File: src/rtl/sp_pkg.sv
package sp_pkg;
    // Pairing state: one "written since the pair was last broken" bit per pointer
    typedef struct packed {
        logic wide_done;
        logic narrow_done;
    } pair_flags_t;

    // Action selected for a pointer in one cycle
    typedef enum logic [1:0] {
        STEP_HOLD = 2'd0,
        STEP_UP   = 2'd1,
        STEP_DOWN = 2'd2,
        STEP_LOAD = 2'd3
    } step_e;

    function automatic step_e pick_step(input logic load, input logic inc, input logic dec);
        if (load)            return STEP_LOAD;
        else if (inc && !dec) return STEP_UP;
        else if (dec && !inc) return STEP_DOWN;
        else                  return STEP_HOLD;
    endfunction
endpackage

File: src/rtl/sp_pointer.sv
module sp_pointer #(
    parameter int W = 8
) (
    input  logic         clk,
    input  logic         rst_n,
    input  logic         load,
    input  logic [W-1:0] load_val,
    input  logic         inc,
    input  logic         dec,
    output logic [W-1:0] ptr
);
    import sp_pkg::*;

    localparam logic [W-1:0] ONE = {{(W-1){1'b0}}, 1'b1};

    typedef struct packed {
        logic [W-1:0] ptr;
    } ptr_state_t;

    ptr_state_t state_d, state_q;
    step_e      step;

    always_comb begin
        state_d = state_q;
        step    = pick_step(load, inc, dec);
        case (step)
            STEP_LOAD: state_d.ptr = load_val;
            STEP_UP:   state_d.ptr = state_q.ptr + ONE;
            STEP_DOWN: state_d.ptr = state_q.ptr - ONE;
            default:   state_d.ptr = state_q.ptr;
        endcase
    end

    always_ff @(posedge clk or negedge rst_n) begin
        if (!rst_n) state_q <= '0;
        else        state_q <= state_d;
    end

    assign ptr = state_q.ptr;

    // A write lands on the next cycle
    assert_load_value_R5_R6: assert property (@(posedge clk) disable iff (!rst_n)
        load |=> ptr == $past(load_val));

    // Increment wraps modulo 2**W
    assert_inc_wrap_R5_R6: assert property (@(posedge clk) disable iff (!rst_n)
        (!load && inc && !dec) |=> ptr == W'($past(ptr) + ONE));

    // Decrement wraps modulo 2**W
    assert_dec_wrap_R5_R6: assert property (@(posedge clk) disable iff (!rst_n)
        (!load && dec && !inc) |=> ptr == W'($past(ptr) - ONE));

    // Opposing strobes cancel
    assert_cancel_R7: assert property (@(posedge clk) disable iff (!rst_n)
        (!load && inc && dec) |=> $stable(ptr));
endmodule

File: src/rtl/sp_pair_tracker.sv
module sp_pair_tracker (
    input  logic clk,
    input  logic rst_n,
    input  logic wr_wide,
    input  logic wr_narrow,
    output logic allow
);
    import sp_pkg::*;

    pair_flags_t flags_d, flags_q;
    logic        pair_complete;

    assign pair_complete = flags_q.wide_done && flags_q.narrow_done;

    always_comb begin
        flags_d = flags_q;
        if (wr_wide && wr_narrow) begin
            flags_d.wide_done   = 1'b1;
            flags_d.narrow_done = 1'b1;
        end else if (wr_wide) begin
            flags_d.wide_done = 1'b1;
            if (pair_complete) flags_d.narrow_done = 1'b0;
        end else if (wr_narrow) begin
            flags_d.narrow_done = 1'b1;
            if (pair_complete) flags_d.wide_done = 1'b0;
        end
    end

    always_ff @(posedge clk or negedge rst_n) begin
        if (!rst_n) flags_q <= '0;
        else        flags_q <= flags_d;
    end

    // Gate is combinational from the registered flags
    assign allow = pair_complete;

    // Opening needs a write on the edge before
    assert_open_after_write_R2: assert property (@(posedge clk) disable iff (!rst_n)
        $rose(allow) |-> $past(wr_wide || wr_narrow));

    // Breaking the pair closes the gate
    assert_rewrite_closes_R3: assert property (@(posedge clk) disable iff (!rst_n)
        (allow && (wr_wide != wr_narrow)) |=> !allow);

    // Joint write completes the pair at once
    assert_joint_write_R4: assert property (@(posedge clk) disable iff (!rst_n)
        (wr_wide && wr_narrow) |=> allow);

    // Without writes the pairing state never moves
    assert_flags_hold_R8: assert property (@(posedge clk) disable iff (!rst_n)
        (!wr_wide && !wr_narrow) |=> $stable(flags_q));
endmodule

File: src/rtl/sp_window.sv
module sp_window #(
    parameter int           W  = 10,
    parameter logic [W-1:0] LO = '0,
    parameter logic [W-1:0] HI = '1
) (
    input  logic [W-1:0] ptr,
    output logic         outside
);
    always_comb begin
        outside = (ptr < LO) || (ptr > HI);
    end
endmodule

File: src/rtl/sp_guard_unit.sv
module sp_guard_unit #(
    parameter int                 WIDE_W   = 10,
    parameter int                 NARROW_W = 8,
    parameter logic [WIDE_W-1:0]  WIN_LO   = 10'h100,
    parameter logic [WIDE_W-1:0]  WIN_HI   = 10'h1FF
) (
    input  logic                clk,
    input  logic                rst_n,
    input  logic                wide_wr,
    input  logic [WIDE_W-1:0]   wide_wdata,
    input  logic                wide_inc,
    input  logic                wide_dec,
    input  logic                narrow_wr,
    input  logic [NARROW_W-1:0] narrow_wdata,
    input  logic                narrow_inc,
    input  logic                narrow_dec,
    output logic [WIDE_W-1:0]   wide_ptr,
    output logic [NARROW_W-1:0] narrow_ptr,
    output logic                irq_allow,
    output logic                wide_outside
);
    sp_pointer #(.W(WIDE_W)) u_wide (
        .clk      (clk),
        .rst_n    (rst_n),
        .load     (wide_wr),
        .load_val (wide_wdata),
        .inc      (wide_inc),
        .dec      (wide_dec),
        .ptr      (wide_ptr)
    );

    sp_pointer #(.W(NARROW_W)) u_narrow (
        .clk      (clk),
        .rst_n    (rst_n),
        .load     (narrow_wr),
        .load_val (narrow_wdata),
        .inc      (narrow_inc),
        .dec      (narrow_dec),
        .ptr      (narrow_ptr)
    );

    sp_pair_tracker u_pair (
        .clk       (clk),
        .rst_n     (rst_n),
        .wr_wide   (wide_wr),
        .wr_narrow (narrow_wr),
        .allow     (irq_allow)
    );

    sp_window #(.W(WIDE_W), .LO(WIN_LO), .HI(WIN_HI)) u_win (
        .ptr     (wide_ptr),
        .outside (wide_outside)
    );

    // Pointer updates alone never move the gate
    assert_strobes_no_gate_R8: assert property (@(posedge clk) disable iff (!rst_n)
        (!wide_wr && !narrow_wr) |=> $stable(irq_allow));

    // Gate closed in the first cycle out of reset
    assert_reset_closed_R1: assert property (@(posedge clk)
        !rst_n |=> !irq_allow || $past(wide_wr && narrow_wr));
endmodule

File: config.mk
export PLATFORM = sky130hd
export DESIGN_NAME = sp_guard_unit
export DESIGN_NICKNAME = d
export VERILOG_FILES = /design/src/rtl/sp_pkg.sv /design/src/rtl/sp_pointer.sv /design/src/rtl/sp_pair_tracker.sv /design/src/rtl/sp_window.sv /design/src/rtl/sp_guard_unit.sv
export SDC_FILE = /design/constraint.sdc
export NUM_CORES = 1
export LEC_CHECK = 0
export BUFFER_PORTS_ARGS = -buffer_cell sky130_fd_sc_hd__buf_2
export CAP_MARGIN = 20
export CORE_MARGIN = 2
export CORE_UTILIZATION = 57
export DETAILED_ROUTE_END_ITERATION = 6
export PLACE_DENSITY = 0.85
export SLEW_MARGIN = 20
export SYNTH_ARGS = -nofsm -noshare
export SYNTH_HDL_FRONTEND = slang
export SYNTH_SLANG_ARGS = --single-unit
File: constraint.sdc
create_clock -name clk -period 5.44 [get_ports clk]
set_input_delay 0.544 -clock clk [delete_from_list [all_inputs] [get_ports clk]]
set_output_delay 0.544 -clock clk [all_outputs]
set_load 0.01 [all_outputs]
Word level (Yosys, flattened, before mapping) --
Index checks and enable logic that the tools add are counted.
Word-level totals: word-level logic and storage cells 46, input bits 26, bits in registers 20
Operators by class: reduce and logical (&&, ||, !) cells 17, magnitude comparators 2, equality and inequality tests 7, multiplexer cells 12, add/subtract/negate cells 4
Operators by type and width (count):
- case mux 10 bit (3 select lines) | 1
- case mux 8 bit (3 select lines) | 1
- two-way mux 2 bit | 9
- nonzero test 3 bit | 4
- adder 10 x 1 -> 10 bit, second input constant | 1
- greater-than comparator 10 x 9 -> 1 bit, second input constant | 1
- less-than comparator 10 x 9 -> 1 bit, second input constant | 1
- subtractor 10 x 1 -> 10 bit, second input constant | 1
- adder 8 x 1 -> 8 bit, second input constant | 1
- equality test 2 bit, second input constant | 4
- subtractor 8 x 1 -> 8 bit, second input constant | 1
- logical AND 1 bit | 6
- equality test 2 x 1 -> 1 bit, second input constant | 2
- zero test 1 bit | 4
- AND reduction 2 bit | 2
- != test 3 x 1 -> 1 bit, second input constant | 1
- logical OR 1 bit | 1
- two-way mux 1 bit | 1

Logic depth before layout (Yosys ltp) --
Gate-level depths: netlist (run 1).
word-level depth 7, gate-level depth with buffers 13, mapped depth without buffers 11

Modules after synthesis --
A second synthesis (run 1) with hierarchy kept.
Unflattened totals: cell total of the unflattened synthesis 254, area total of the unflattened synthesis 2053.2 um^2
Modules (own cells, without submodules):
- sp_pointer (u_wide) | cells an instance 138, instances 1, area each 1054.8 um^2
- sp_pointer (u_narrow) | cells an instance 108, instances 1, area each 912.1 um^2
- sp_pair_tracker | cells an instance 7, instances 1, area each 80.1 um^2
- sp_window | cells an instance 1, instances 1, area each 6.3 um^2

Least setup slack after synthesis (run 1) --
Ideal clock, no wire load.
path type input to register, from input port wide_dec, to register u_wide.state_q (netlist bit u_wide.ptr[8]), arrival 2719 ps, required time 5358 ps, stages 13, path buffers 2, setup slack 2639 ps, cells stage by stage inv_1 > a21oi_1 > ha_1 > buf_6 > buf_2 > xor2_1 > ha_1 > nor3b_1 > o21ai_1 > a21oi_2 > a21oi_2 > or3b_1 > a31oi_1
Between the ends: longest elaborated chain between the ends 6, elaborated cells between the ends (all ways) 11, classes of those cells 3 x eq/ne; 4 x mux; 4 x reduce/logical
RTL lines:
- from (decl) | RTL line sp_guard_unit.sv:12 | input logic wide_dec,
- logical AND 1 bit or zero test 1 bit (tied branches) | RTL line sp_pkg.sv:19, sp_pkg.sv:18
- two-way mux 2 bit or logical AND 1 bit (tied branches) | RTL line sp_pkg.sv:19, sp_pkg.sv:18
- two-way mux 2 bit (*) | RTL line sp_pkg.sv:18 | else if (inc && !dec) return STEP_UP;
- two-way mux 2 bit (*) | RTL line sp_pkg.sv:17 | if (load) return STEP_LOAD;
- equality test 2 bit or equality test 2 x 1 -> 1 bit (tied branches) | RTL line sp_pointer.sv:26 | case (step)
- case mux 10 bit (3 select lines) or nonzero test 3 bit (tied branches)
- to (signal assigned) | RTL line sp_pointer.sv:36 | else state_q <= state_d;
- to (decl) | RTL line sp_pointer.sv:20 | ptr_state_t state_d, state_q;
Mark *: on every way between the ends. The rest lies on a longest branch, timed or not. A chain may end at the register's enable or synchronous reset.

Worst setup path after layout (run 1) --
from input port wide_dec, to register u_wide.state_q (netlist bit u_wide.ptr[6])
The elaborated chain is that of the path after synthesis.

==> run summary, run 1 <==
status - completed
critical path required time - 5.64 ns
setup TNS - 0 ns
Syn Nets - 264
worst-path maximum fanout - 23
Rows - 20
H-tree depth - 1
Power Density - 365.6 nW/um2
LEAKAGE - 0.001040 uW
number of synthesized flops with an enable pin - 0
post-route antenna net violation count - 0
area grow syn2layout - 15.37%
ant diodes - 0
final slew viol count - 0
antenna violations before repair - 0
main combinational cell family by area after synthesis - compound AO/OA/AOI/OAI gates
core area - 3078 um2
yosys warns - 0
initial DRC count - 92
post-cts resize count - 0
via count - 1798
Die Span X - 61.06 um
synthesis-stage register bit count - 20
arrival time at the worst endpoint - 3.29 ns
wirelength, routed - 4280 um
CP Launch Type - input pin
Die H - 61.06 um
worst vdd ir - 0.1920 mV
max-cap violation count - 0
RSZ-0062 raised after global routing - no
mux cell area share after synthesis - 4.450%
Syn Std Cell Area - 1856 um2
global-route wire length before repair - 7031 um
final worst path period need - 3.097 ns
final setup fails - 0
CTS root buf - clkbuf_4
Buf/Inv on CP - 2
simple-gate share of the synthesized area - 21.04%
Synth Area per Inst - 8.247 um2
postcts setup bufs - 0
element type at the critical path end - flip-flop
clock slew at reported path FFs - 0.14 ns
Placer Congestion - 0.8305
number of global-route vias before repair - 1590
Seq/Total Area, Yosys - 26.97%
Wirelength per Cell - 13.94 um
grt ovf - 0
count leader, synth - dfrtp_1
Worst slew margin - 49.56%
# DRC - 0
Sink Count - 20
Final Hold Fails - 0
clock buffer depth - 2
worst slew pin tran - 0.7566 ns
largest net degree at the start of global routing - 25
Synth Area in Adders - 9.171%
Synth area leaders - dfrtp_1 (27%), ha_1 (8.1%), a21oi_1 (4.6%)
CTS tree - yes
post-synthesis compound-gate area fraction - 27.85%
Synth top cells by count - dfrtp_1 (20), nand2_1 (18), a21oi_1 (17), nor2_1 (17)
skew final - 0.008495 ns
drt via density - 5.857
Port Buffers - 45
hpwl dp - 3130 um
Syn Inst Count - 225
Synth cell types - 57
Fin Hold WS - 0.1598 ns
CP max-delay cell - ha_1
nets@finish - 303
starting density of the core - 60.28%
Yosys top cell by area - dfrtp_1
asr flop ratio synth - 100.0%
number of buffers created by CTS - 3
worst setup path category - input pin to flip-flop
GRT Total Usage - 24.90%
fin crit share - 56.92%
ratio of cells with drive above 1 in the final layout - 22.05%
area of the die - 3728 um2
hold crit path type - input pin to asynchronous set/reset pin
f_max - 322.9 MHz
Ports - 46
DR pass1 iterations - 4
top_reg_cell synth - dfrtp_1
Clock Latency Late Sink - 0.32 ns
xor and xnor area share after synthesis - 4.720%
crit-path cells - buf_2 > inv_1 > a21oi_1 > ha_1 > xor2_1 > ha_1 > and3b_1 > o21ai_0 > a21oi_2 > a21oi_2 > mux2i_1 > o311ai_1
post-synth top area share - 26.97%
cts hold-fix bufs - 0
cell family with the largest share of critical-path delay - compound AO/OA/AOI/OAI gates
CP max stage delay - 0.67 ns
[placed cells by master, fill, tap and decap left out, drive strengths merged, types with 5 or more instances in the layout]
cell type | Yosys | final
o21ai | 14 | 14
a21oi | 19 | 19
dfrtp | 20 | 20
nand2 | 18 | 18
o21a | 5 | 5
mux2i | 6 | 6
a21o | 9 | 9
buf | 2 | 46
nor3 | 5 | 5
nor2 | 17 | 17
xnor2 | 6 | 6
nor2b | 7 | 7
inv | 13 | 13
ha | 12 | 12
[worst register-to-register path: stages (launching register included)]
cell and delay (ns):
dfrtp_1 0.48, xor2_1 0.18, ha_1 0.24, and3b_1 0.18
o21ai_0 0.28, a21oi_2 0.13, a21oi_2 0.23, mux2i_1 0.14
o311ai_1 0.33
[registers in the layout, summed over array words and instances (netlist names)]
signal and count:
u_pair.flags_q 2, u_wide.ptr 10, u_narrow.ptr 8
[where the power goes]
group	internal, uW	switching [uW]
Clock	74.5	54.8
Combinational	182	205
Sequential	193	73.9
[path summary, 6_finish.rpt]
check / start / to / slack (ns) / depth (start not counted)
max: wide_dec / u_wide.ptr[6] / 2.34 / 12
min: rst_n / u_narrow.ptr[3] / 0.16 / 1
max reg2reg: u_wide.ptr[1] / u_wide.ptr[6] / 3.13 / 8
min reg2reg: u_narrow.ptr[3] / u_narrow.ptr[3] / 0.52 / 1
max in group asynchronous: rst_n / u_wide.ptr[4] / 4.95 / 1
min in group clk: wide_wr / u_pair.flags_q[1] / 0.44 / 2
[metrics by stage]
stage / setup WS (ns) / cells / cell area, um2 / util [%] / power (uW)
after floorplan: 2.639 / 225 / 1856 / - / 537.7
after global placement: 2.296 / 303 / 2088 / 67.85 / 637.5
after detailed placement: 2.140 / 303 / 2088 / 67.85 / 651.6
after CTS: 2.401 / 307 / 2141 / 69.55 / 784.2
after global routing: 2.055 / 307 / 2141 / 69.55 / 850.0
final: 2.343 / 307 / 2141 / 69.55 / 782.7
[layer usage]
| metal | vias to the layer above | GRT usage [%] | part of all wire [%] |
|---|---|---|---|
| met2 | 48 | 41.03 | 49 |
| met5 | - | 0 | 0 |
| met1 | 849 | 33.99 | 45 |
| met3 | 8 | 3.151 | 4.1 |
| li1 | 893 | - | - |
| met4 | 0 | 8.075 | 1.6 |
[final cells by class]
| class | count | area [um2] |
|---|---|---|
| Multi-Input combinational cell | 179 | 1247 |
| Fill cell | 270 | 937.1 |
| Sequential cell | 20 | 500.5 |
| Timing Repair Buffer | 46 | 232.7 |
| Tap cell | 44 | 55.05 |
| Inverter | 14 | 52.55 |
| Clock inverter | 1 | 30.03 |
| Clock buffer | 3 | 22.52 |
[kinds of logic (layout without fill, tap and decap cells)]
| logic type | after synthesis | after routing |
|---|---|---|
| XOR/XNOR | 10 | 10 |
| AND/OR/NAND/NOR | 73 | 73 |
| buffers and inverters | 26 | 64 |
| adder cells (fa/ha/maj) | 13 | 13 |
| AO/OA/AOI/OAI | 75 | 75 |
| multiplexers | 8 | 8 |
| flip-flops | 20 | 20 |
(Power assumes the default switching activity.)
==> run 2, diff against run 1 <==
--- a/config.mk
+++ b/config.mk
@@ -8,9 +8,9 @@
 export BUFFER_PORTS_ARGS = -buffer_cell sky130_fd_sc_hd__buf_2
 export CAP_MARGIN = 20
 export CORE_MARGIN = 2
-export CORE_UTILIZATION = 57
+export CORE_UTILIZATION = 54
 export DETAILED_ROUTE_END_ITERATION = 6
-export PLACE_DENSITY = 0.85
+export PLACE_DENSITY = 0.81
 export SLEW_MARGIN = 20
 export SYNTH_ARGS = -nofsm -noshare
 export SYNTH_HDL_FRONTEND = slang
==> constraint.sdc (replaced) <==
create_clock -name clk -period 3.2 [get_ports clk]
set_input_delay 0.32 -clock clk [delete_from_list [all_inputs] [get_ports clk]]
set_output_delay 0.32 -clock clk [all_outputs]
set_load 0.01 [all_outputs]
==> run summary, run 2 (synthesis gave the netlist of run 1 again) <==
NetSw - 567.5 uW
initial DRC count - 106
ratio of cells with drive above 1 in the final layout - 22.56%
reg-to-reg startpoint - u_wide.ptr[1]
Int Power - 763.6 uW
starting density of the core - 56.05%
CTS tree - yes
core area - 3311 um2
hpwl dp - 3072 um
GRT Total Usage - 23.83%
# DRC - 0
Clock Latency Late Sink - 0.31 ns
fin cells - 312
most common cell after layout, fill and taps aside - buf_2
status - completed
drt via density - 5.696
nets@finish - 306
switching part of the total - 42.63%
worst setup path category - input pin to flip-flop
Ports - 46
post-cts resize count - 0
clock buffer depth - 2
Die H - 62.62 um
number of global-route vias before repair - 1667
global-route wire length before repair - 7659 um
area of the die - 3921 um2
Final Hold Fails - 0
area grow syn2layout - 16.86%
post-route antenna net violation count - 0
final setup fails - 0
number of buffers created by CTS - 3
Placer Congestion - 0.9190
element type at the critical path end - flip-flop
max-cap violation count - 0
number of flip-flops under the largest register name - 10
worst vdd ir - 0.2627 mV
ant diodes - 0
HP Start - wide_wr
LEAKAGE - 0.001055 uW
Worst slew margin - 49.79%
most frequent cells in the layout - buf_2 (45), dfrtp_1 (20), nand2_1 (18)
worst-path maximum fanout - 10
antenna violations before repair - 0
Clock power frac - 16.2%
setup TNS - 0 ns
f_max - 424.4 MHz
grt ovf - 0
wirelength, routed - 4310 um
Rows - 21
Die Span X - 62.62 um
RSZ-0062 raised after global routing - no
largest net degree at the start of global routing - 26
fin crit share - 73.63%
Placed Cells - 307
postcts setup bufs - 0
DR pass1 iterations - 4
H-tree depth - 1
critical path required time - 3.40 ns
Port Buffers - 45
CTS root buf - clkbuf_4
CP startpoint - narrow_dec
hold crit path type - input pin to flip-flop
via count - 1777
Wirelength per Cell - 13.81 um
CP Launch Type - input pin
Flop pwr share - 34.5%
Sink Count - 20
final slew viol count - 0
final worst path period need - 2.356 ns
arrival time at the worst endpoint - 2.56 ns
Gate power share - 49.3%
Power Density - 613.9 nW/um2
cts hold-fix bufs - 1
clock slew at reported path FFs - 0.13 ns
worst slew pin tran - 0.7532 ns
skew final - 0.01107 ns
[run 2: cell types whose count changed in the layout (fill, tap and decap cells not counted)]
cell,previous run,this run
buf_4,1,3
dlygate4sd3_1,0,1
[run 2: final cells by class]
class / count / area [um2]
Fill cell: 294 / 1142
Timing Repair Buffer: 49 / 257.7
Multi-Input combinational cell: 179 / 1247
Sequential cell: 20 / 500.5
Clock inverter: 1 / 30.03
Inverter: 14 / 52.55
Clock buffer: 3 / 22.52
Tap cell: 46 / 57.56
[run 2: power by group through the flow]
| stage | clock network, uW | registers, uW | logic [uW] |
|---|---|---|---|
| after global placement | 0 | 455 | 637 |
| after global routing | 233 | 477 | 742 |
| after CTS | 220 | 454 | 655 |
| after detailed placement | 0 | 459 | 649 |
| after floorplan | 0 | 449 | 465 |
| final | 216 | 459 | 657 |
[run 2: layer usage]
metal  share of wire (%)  vias up  track usage [%]
met5                   0        -                0
met4                0.70        0            8.056
met3                 7.3        2            4.324
met2                  44       68            35.75
met1                  48      805            34.51
li1                    -      902                -
[run 2: worst paths after layout]
path	to	slack, ns	cells past startpoint
max	u_narrow.ptr[6]	0.84	12
min	u_pair.flags_q[1]	0.22	2
max reg2reg	u_wide.ptr[6]	1.03	8
min reg2reg	u_pair.flags_q[1]	0.51	1
max in group asynchronous	u_narrow.ptr[3]	2.40	2
min in group asynchronous	u_pair.flags_q[1]	0.47	2
[run 2: critical path: stages]
cell,delay [ns]
buf_2,0.09
inv_1,0.03
a21oi_1,0.19
ha_1,0.41
inv_1,0.10
fa_1,0.40
nor2b_1,0.18
o21a_1,0.13
nor2_1,0.05
o21ai_0,0.22
xor2_1,0.11
a221o_1,0.32
[run 2: through the flow]
stage / total power (uW) / hold slack [ns] / utilization [%] / cell area [um2] / worst slack [ns]
detailed placement: 1107 / 0.2993 / 63.61 / 2106 / 0.5135
finish: 1331 / 0.2209 / 65.50 / 2168 / 0.8437
global route: 1452 / 0.2204 / 65.50 / 2168 / 0.6759
global placement: 1092 / 0.3014 / 63.61 / 2106 / 0.5794
CTS: 1329 / 0.2224 / 65.50 / 2168 / 0.8582
floorplan: 914.1 / 0.02441 / - / 1856 / 0.6234
